[config.mk]
export PLATFORM = sky130hd
export DESIGN_NAME = async_sync_rate_conv
export DESIGN_NICKNAME = d
export VERILOG_FILES = /design/src/rtl/rc_pkg.sv /design/src/rtl/rc_rx_deser.sv /design/src/rtl/rc_elastic_fifo.sv /design/src/rtl/rc_tx_ser.sv /design/src/rtl/async_sync_rate_conv.sv
export SDC_FILE = /design/constraint.sdc
export NUM_CORES = 1
export LEC_CHECK = 0
export BUFFER_PORTS_ARGS = -buffer_cell sky130_fd_sc_hd__buf_4
export CORE_MARGIN = 4
export CORE_UTILIZATION = 50
export CTS_CLUSTER_SIZE = 8
export DETAILED_ROUTE_END_ITERATION = 8
export PLACE_DENSITY = 0.69
export SYNTH_ARGS = -nofsm -noshare
export SYNTH_HDL_FRONTEND = slang
export SYNTH_SLANG_ARGS = --single-unit
[constraint.sdc]
create_clock -name clk -period 1.8 [get_ports clk]
set_input_delay 0.09 -clock clk [delete_from_list [all_inputs] [get_ports clk]]
set_output_delay 0.09 -clock clk [all_outputs]
set_load 0.05 [all_outputs]
[src/rtl/rc_pkg.sv]
package rc_pkg;
  localparam int MAX_DATA = 9;

  typedef struct packed {
    logic                brk;
    logic [1:0]          len;
    logic [MAX_DATA-1:0] data;
  } char_t;

  function automatic logic [3:0] data_bits(input logic [1:0] len);
    return 4'd6 + {2'b00, len};
  endfunction
endpackage

[src/rtl/rc_rx_deser.sv]
module rc_rx_deser
  import rc_pkg::*;
#(
  parameter int OVERSAMPLE = 16
) (
  input  logic       clk,
  input  logic       rst,
  input  logic       clr,
  input  logic       os_tick,
  input  logic       rx_s,
  input  logic [1:0] len_sel,
  output logic       push,
  output char_t      push_char
);
  localparam int CW = $clog2(OVERSAMPLE);
  localparam logic [CW-1:0] MID  = CW'(OVERSAMPLE / 2 - 1);
  localparam logic [CW-1:0] LAST = CW'(OVERSAMPLE - 1);

  typedef enum logic [2:0] {S_HUNT, S_START, S_DATA, S_STOP, S_WAIT} st_t;

  st_t                 st;
  logic [CW-1:0]       cnt;
  logic [3:0]          idx;
  logic [1:0]          len_q;
  logic [MAX_DATA-1:0] dsh;

  always_ff @(posedge clk) begin
    if (rst || clr) begin
      st        <= S_HUNT;
      cnt       <= '0;
      idx       <= '0;
      len_q     <= '0;
      dsh       <= '0;
      push      <= 1'b0;
      push_char <= '0;
    end else begin
      push <= 1'b0;
      if (os_tick) begin
        case (st)
          S_HUNT: begin
            if (!rx_s) begin
              st    <= S_START;
              cnt   <= '0;
              len_q <= len_sel;
              dsh   <= '0;
            end
          end
          S_START: begin
            if (cnt == MID) begin
              cnt <= '0;
              idx <= '0;
              st  <= rx_s ? S_HUNT : S_DATA;
            end else begin
              cnt <= cnt + 1'b1;
            end
          end
          S_DATA: begin
            if (cnt == LAST) begin
              cnt      <= '0;
              dsh[idx] <= rx_s;
              idx      <= idx + 4'd1;
              if (idx == data_bits(len_q) - 4'd1) st <= S_STOP;
            end else begin
              cnt <= cnt + 1'b1;
            end
          end
          S_STOP: begin
            if (cnt == LAST) begin
              cnt            <= '0;
              push           <= 1'b1;
              push_char.brk  <= !rx_s;
              push_char.len  <= len_q;
              push_char.data <= dsh;
              st             <= rx_s ? S_HUNT : S_WAIT;
            end else begin
              cnt <= cnt + 1'b1;
            end
          end
          S_WAIT: begin
            if (rx_s) st <= S_HUNT;
          end
          default: st <= S_HUNT;
        endcase
      end
    end
  end
endmodule

[src/rtl/rc_elastic_fifo.sv]
module rc_elastic_fifo
  import rc_pkg::*;
#(
  parameter int DEPTH = 2,
  localparam int CW = $clog2(DEPTH + 1)
) (
  input  logic          clk,
  input  logic          rst,
  input  logic          clr,
  input  logic          push,
  input  char_t         wdata,
  input  logic          pop,
  output char_t         rdata,
  output logic [CW-1:0] count,
  output logic          empty
);
  localparam int PW = (DEPTH > 1) ? $clog2(DEPTH) : 1;
  localparam logic [PW-1:0] PLAST = PW'(DEPTH - 1);
  localparam logic [CW-1:0] CFULL = CW'(DEPTH);

  char_t         mem [DEPTH];
  logic [PW-1:0] wptr, rptr;
  logic          wr_en, rd_en;

  assign empty = (count == '0);
  assign rd_en = pop && !empty;
  assign wr_en = push && ((count != CFULL) || rd_en);
  assign rdata = mem[rptr];

  always_ff @(posedge clk) begin
    if (wr_en) mem[wptr] <= wdata;
  end

  always_ff @(posedge clk) begin
    if (rst || clr) begin
      wptr  <= '0;
      rptr  <= '0;
      count <= '0;
    end else begin
      if (wr_en) wptr <= (wptr == PLAST) ? '0 : wptr + 1'b1;
      if (rd_en) rptr <= (rptr == PLAST) ? '0 : rptr + 1'b1;
      case ({wr_en, rd_en})
        2'b10:   count <= count + 1'b1;
        2'b01:   count <= count - 1'b1;
        default: count <= count;
      endcase
    end
  end

  AST_NO_OVERFLOW: assert property (@(posedge clk) disable iff (rst || clr)
    push |-> (count != CFULL) || pop) else $error("buffer overrun");
endmodule

[src/rtl/rc_tx_ser.sv]
module rc_tx_ser
  import rc_pkg::*;
#(
  parameter int DEPTH      = 2,
  parameter int HIGH_WATER = 2,
  parameter int DEL_WINDOW = 8,
  localparam int CW = $clog2(DEPTH + 1)
) (
  input  logic          clk,
  input  logic          rst,
  input  logic          clr,
  input  logic          bit_tick,
  input  logic          empty,
  input  logic [CW-1:0] count,
  input  char_t         head,
  output logic          pop,
  output logic          ser_bit,
  output logic          busy
);
  localparam int KW = $clog2(DEL_WINDOW);
  localparam logic [KW-1:0] KMAX = KW'(DEL_WINDOW - 1);
  localparam int QW = $clog2(DEL_WINDOW + 1);
  localparam logic [QW-1:0] QMAX = QW'(DEL_WINDOW);
  localparam logic [CW-1:0] HWM  = CW'(HIGH_WATER);

  logic [MAX_DATA:0]   sh;
  logic [MAX_DATA:0]   frame;
  logic [3:0]          rem;
  logic [3:0]          nd;
  logic [KW-1:0]       credit;
  logic                prev_brk;
  logic                drop_stop;

  always_comb begin
    nd        = data_bits(head.len);
    frame     = {1'b0, head.data};
    frame[nd] = !head.brk;
  end

  assign drop_stop = (count >= HWM) && (credit == KMAX) && !head.brk && !prev_brk;
  assign pop       = bit_tick && !clr && !busy && !empty;
  assign ser_bit   = busy ? sh[0] : empty;

  always_ff @(posedge clk) begin
    if (rst || clr) begin
      sh       <= '0;
      rem      <= '0;
      busy     <= 1'b0;
      credit   <= KMAX;
      prev_brk <= 1'b0;
    end else if (pop) begin
      sh       <= frame;
      rem      <= drop_stop ? nd : nd + 4'd1;
      busy     <= 1'b1;
      prev_brk <= head.brk;
      if (drop_stop)          credit <= '0;
      else if (credit != KMAX) credit <= credit + 1'b1;
    end else if (bit_tick && busy) begin
      sh  <= sh >> 1;
      rem <= rem - 4'd1;
      if (rem == 4'd1) busy <= 1'b0;
    end
  end

  // independent count of characters taken since the last shortened one
  logic [QW-1:0] chk_since;
  always_ff @(posedge clk) begin
    if (rst || clr) chk_since <= QMAX;
    else if (pop) begin
      if (drop_stop)            chk_since <= '0;
      else if (chk_since != QMAX) chk_since <= chk_since + 1'b1;
    end
  end

  AST_DEL_SPACING: assert property (@(posedge clk) disable iff (rst || clr)
    (pop && drop_stop) |-> (chk_since >= QW'(DEL_WINDOW - 1))) else $error("deletion too close");
  AST_POP_ON_TICK: assert property (@(posedge clk) disable iff (rst || clr)
    pop |=> busy) else $error("pop without frame");
endmodule

[src/rtl/async_sync_rate_conv.sv]
module async_sync_rate_conv
  import rc_pkg::*;
#(
  parameter int OVERSAMPLE = 16,
  parameter int DEPTH      = 2,
  parameter int HIGH_WATER = 2,
  parameter int DEL_WINDOW = 8
) (
  input  logic       clk,
  input  logic       rst,
  input  logic       rx_serial,
  input  logic       os_tick,
  input  logic       bit_tick,
  input  logic [1:0] char_len,
  input  logic       bypass,
  input  logic       fsk_sel,
  output logic       tx_bit,
  output logic       tx_valid
);
  localparam int CW = $clog2(DEPTH + 1);

  logic          rx_meta, rx_s;
  logic          byp;
  logic          push;
  char_t         push_char;
  char_t         head;
  logic [CW-1:0] count;
  logic          empty;
  logic          pop;
  logic          ser_bit;
  logic          ser_busy;

  assign byp = bypass || fsk_sel;

  always_ff @(posedge clk) begin
    if (rst) begin
      rx_meta <= 1'b1;
      rx_s    <= 1'b1;
    end else begin
      rx_meta <= rx_serial;
      rx_s    <= rx_meta;
    end
  end

  rc_rx_deser #(.OVERSAMPLE(OVERSAMPLE)) u_rx (
    .clk(clk), .rst(rst), .clr(byp), .os_tick(os_tick), .rx_s(rx_s),
    .len_sel(char_len), .push(push), .push_char(push_char)
  );

  rc_elastic_fifo #(.DEPTH(DEPTH)) u_buf (
    .clk(clk), .rst(rst), .clr(byp), .push(push), .wdata(push_char),
    .pop(pop), .rdata(head), .count(count), .empty(empty)
  );

  rc_tx_ser #(.DEPTH(DEPTH), .HIGH_WATER(HIGH_WATER), .DEL_WINDOW(DEL_WINDOW)) u_ser (
    .clk(clk), .rst(rst), .clr(byp), .bit_tick(bit_tick), .empty(empty),
    .count(count), .head(head), .pop(pop), .ser_bit(ser_bit), .busy(ser_busy)
  );

  always_ff @(posedge clk) begin
    if (rst) begin
      tx_bit   <= 1'b1;
      tx_valid <= 1'b0;
    end else begin
      tx_valid <= bit_tick;
      if (bit_tick) tx_bit <= byp ? rx_s : ser_bit;
    end
  end

  AST_RESET_MARK: assert property (@(posedge clk)
    $past(rst) |-> (tx_bit && !tx_valid)) else $error("reset state");
  AST_VALID_TRACKS_TICK: assert property (@(posedge clk) disable iff (rst)
    bit_tick |=> tx_valid) else $error("missing strobe");
  AST_NO_SPURIOUS_VALID: assert property (@(posedge clk) disable iff (rst)
    !bit_tick |=> (!tx_valid && $stable(tx_bit))) else $error("spurious strobe");
  AST_IDLE_MARK: assert property (@(posedge clk) disable iff (rst)
    (bit_tick && !byp && empty && !ser_busy) |=> tx_bit) else $error("idle not mark");
  AST_BYPASS_COPY: assert property (@(posedge clk) disable iff (rst)
    (bit_tick && byp) |=> (tx_bit == $past(rx_s))) else $error("bypass altered");
endmodule

==> flow_summary_export.csv <==
group,metric,value,unit
route,drc,0,
place,post-dp-hpwl,6214,um
cts,cts_inserted_buffers,9,
route,vias,3240,
job,drv_cap,0,
cts,path_clk_slew,0.08,ns
route,ant_nets,0,
logic_synthesis,synth_fp_nets,451,
logic_synthesis,yosysWarnings,0,
route,wirelength,8798,um
timing,period_share,95.57,%
critical_path,crit_end,"u_ser.sh[4]",
critical_path,arrival,1.98,ns
logic_synthesis,synthArstFlopShare,0,%
floorplan,fp.dieH,100.2,um
grt,grt-ovfl-total,0,
place,io_buffers,10,
place,place.gp.congestion,0.8223,
logic_synthesis,syn-instance-count,426,
cts,cts_setup_buffers,0,
floorplan,dieWidth,100.2,um
cts,cts_sinks,87,
route,firstDrtPassIters,4,
route,wire_per_inst,15.74,um
timing,max_freq,581.3,MHz
route,vias_per_cell,5.796,
logic_synthesis,synth_cell_types,70,
logic_synthesis,synth_top_cell_by_area,"dfxtp_1",
logic_synthesis,ys_ff_latch,87,
cts,h-tree-depth,3,
power,total_power,3.453,mW
cts,cts_tree,"built",
grt,grt_max_degree,26,
logic_synthesis,synth_top_cell_area_share,29.69,%
grt,grt_antenna_before_repair,0,
timing,drv_slew,0,
finish,syn2layout_area_growth,14.08,%
floorplan,ios,11,
power,p_per_area,712.5,nW/um2
floorplan,rows,33,
cts,clk_latency,0.35,ns
logic_synthesis,seq_area_frac_synth,46.66,%
power,peakVddDrop,0.3554,mV
logic_synthesis,yosys-top-cells-area,"dfxtp_1 30%, edfxtp_1 17%, mux2i_1 6.8%",
critical_path,r2r_end,"u_ser.sh[4]",
timing,slew_headroom,60.68,%
logic_synthesis,synth_edf_count,24,
floorplan,die_area,10030,um2
cts,clock_path_buffers,2,
grt,grt.total_usage,18.69,%
finish,diodes,0,
floorplan,core_area,8258,um2
grt,grt_pass1_vias,3230,
critical_path,critPathMaxFanout,7,
timing,period_needed,1.720,ns
route,drtIter0Drc,109,
critical_path,path_class,"reg -> reg",
timing,setup_violations,0,
hold_path,min_path_type,"in -> reg",
critical_path,r2r_slack,0.08,ns
cts,cts-root-buf,"clkbuf_8",
power,power_leakage,1.636,nW
critical_path,cp-start-kind,"flop",
finish,drive_above_1_share,18.06,%
floorplan,initial_core_util,51.44,%
place,placed_area,4554,um2
logic_synthesis,syn_area_per_cell,9.971,um2
timing,finalHoldViolations,0,
critical_path,endpoint_kind,"flop",
logic_synthesis,synthesis.area,4248,um2
logic_synthesis,synth_ff_type,"dfxtp_1",
finish,final_area,4846,um2
outcome,outcome,"finished, final reports clean",
timing,tightest_slew,0.5892,ns
finish,nets,474,
critical_path,r2r.worst_path.cells,4,
critical_path,required,2.06,ns
grt,grt_pass1_wl,15090,um
timing,worst_clock_skew,0.01090,ns
-- stage by stage --
stage / utilization (%) / setup TNS, ns / hold slack, ns / setup WS (ns) / cells
after floorplan: - / 0 / 0.1567 / 0.03781 / 426
after global placement: 55.15 / 0 / 0.2741 / 0.05035 / 539
after detailed placement: 55.15 / 0 / 0.2812 / 0.008788 / 539
after CTS: 58.06 / 0 / 0.07270 / 0.04721 / 559
after global routing: 58.68 / -0.01216 / 0.09286 / -0.01216 / 559
final: 58.68 / 0 / 0.08628 / 0.07975 / 559
-- layout make-up --
type	count	area (um2)
clock buffers	14	183.9
well taps	105	131.4
inverters	16	60.06
multi-input cells	294	2116
repair buffers	41	355.3
fillers	737	3412
flip-flops and latches	87	1987
clock inverters	2	12.51
-- flip-flops by register name, indices dropped and copies added (netlist names), named ones only --
signal	count
u_rx.dsh	9
u_rx.idx	4
rx_s	1
u_ser.credit	3
u_rx.cnt	4
u_ser.rem	4
u_rx.len_q	2
tx_valid	1
u_buf.count	2
u_ser.prev_brk	1
u_rx.push_char	12
u_ser.busy	1
u_rx.st	3
u_ser.sh	10
u_buf.rptr	1
tx_bit	1
u_buf.mem	24
rx_meta	1
u_buf.wptr	1
u_rx.push	1
-- per-layer routing --
layer / track usage [%] / vias up / wire length, um
met2: 32.16 / 48 / 4491
met4: 7.358 / 0 / 144
li1: - / 1617 / -
met3: 3.336 / 15 / 229
met1: 23.22 / 1560 / 3933
met5: 0 / - / 0
-- synthesized netlist by cell type, types with 2 or more instances --
library cell,instances
o31ai_1,2
o21ai_1,4
xnor2_1,3
mux2i_1,29
o2111ai_1,4
buf_2,8
edfxtp_1,24
clkbuf_1,12
a211o_1,4
or3_1,2
a221oi_1,2
or4_1,3
o21ai_0,22
nand3b_1,2
a311oi_1,3
o211ai_1,3
nand2b_1,8
or2_2,2
o31a_1,2
buf_4,8
nor2_2,2
nand2_1,23
a31oi_1,2
a21oi_1,41
and3_1,3
nor4_1,3
dfxtp_1,63
a311oi_2,2
a221o_1,2
nor2_1,31
or3b_1,2
a211oi_1,6
a311o_1,2
mux2_2,2
nor3_1,9
inv_1,15
nor2b_1,5
nand4_1,6
a21o_1,4
ha_1,16
nor3b_1,2
nand3_1,9
a41oi_1,2
-- report_power, final --
part / switching (mW) / internal, mW / leakage, nW / total (mW)
combinational: 0.0731 / 0.0446 / 0.756 / 0.118
sequential: 0.00239 / 2.00 / 0.783 / 2.00
clock: 0.670 / 0.662 / 0.0978 / 1.33
total: 0.746 / 2.71 / 1.64 / 3.45
-- critical path, stage by stage (launching register included) --
cell	delay (ns)
dfxtp_2	0.41
buf_4	0.19
mux2_2	0.41
a311o_1	0.39
a311oi_2	0.24
-- what timing repair did --
action / in CTS / in global routing
endpoints found under the setup margin: 4 / 25
hold buffers: 4 / 0
resized for setup: 2 / 10
pin swaps: 0 / 0
endpoints found under the hold margin: 6 / 0
cloned: 0 / 0
-- worst min-delay path by stage --
stage | start | to | slack (ns) | cells past startpoint
5_1_grt | bypass | u_rx.st[0] | 0.09 | 4
6_report | bypass | u_rx.st[0] | 0.09 | 4
3_3_place_gp | rx_serial | rx_meta | 0.27 | 2
4_1_cts | bypass | u_rx.st[0] | 0.07 | 4
2_1_floorplan | rst | tx_valid | 0.16 | 1
3_5_place_dp | rx_serial | rx_meta | 0.28 | 2
-- kinds of logic (layout without fill, tap and decap cells) --
logic type | count (synthesis) | count (layout) | synth area share (%)
adder cells (fa/ha/maj) | 16 | 16 | 4.713
AO/OA/AOI/OAI | 118 | 118 | 18.41
multiplexers | 34 | 34 | 8.483
buffers and inverters | 45 | 73 | 5.096
AND/OR/NAND/NOR | 122 | 122 | 15.82
flip-flops | 87 | 87 | 46.66
XOR/XNOR | 4 | 4 | 0.8249
-- cell usage in the layout, fill, tap and decap left out, drive strengths merged, types with 4 or more instances in the layout --
cell type,n
nand2,23
nor2,33
mux2i,31
ha,16
nor3,10
a21oi,42
inv,16
dfxtp,63
a211oi,6
nand2b,8
o21ai,26
a21o,4
dlygate4sd3,4
o2111ai,4
nand4,7
nand3,10
nor4,4
buf,37
nor2b,5
a311oi,5
a211o,4
edfxtp,24
clkbuf,14
(Power assumes the default switching activity.)
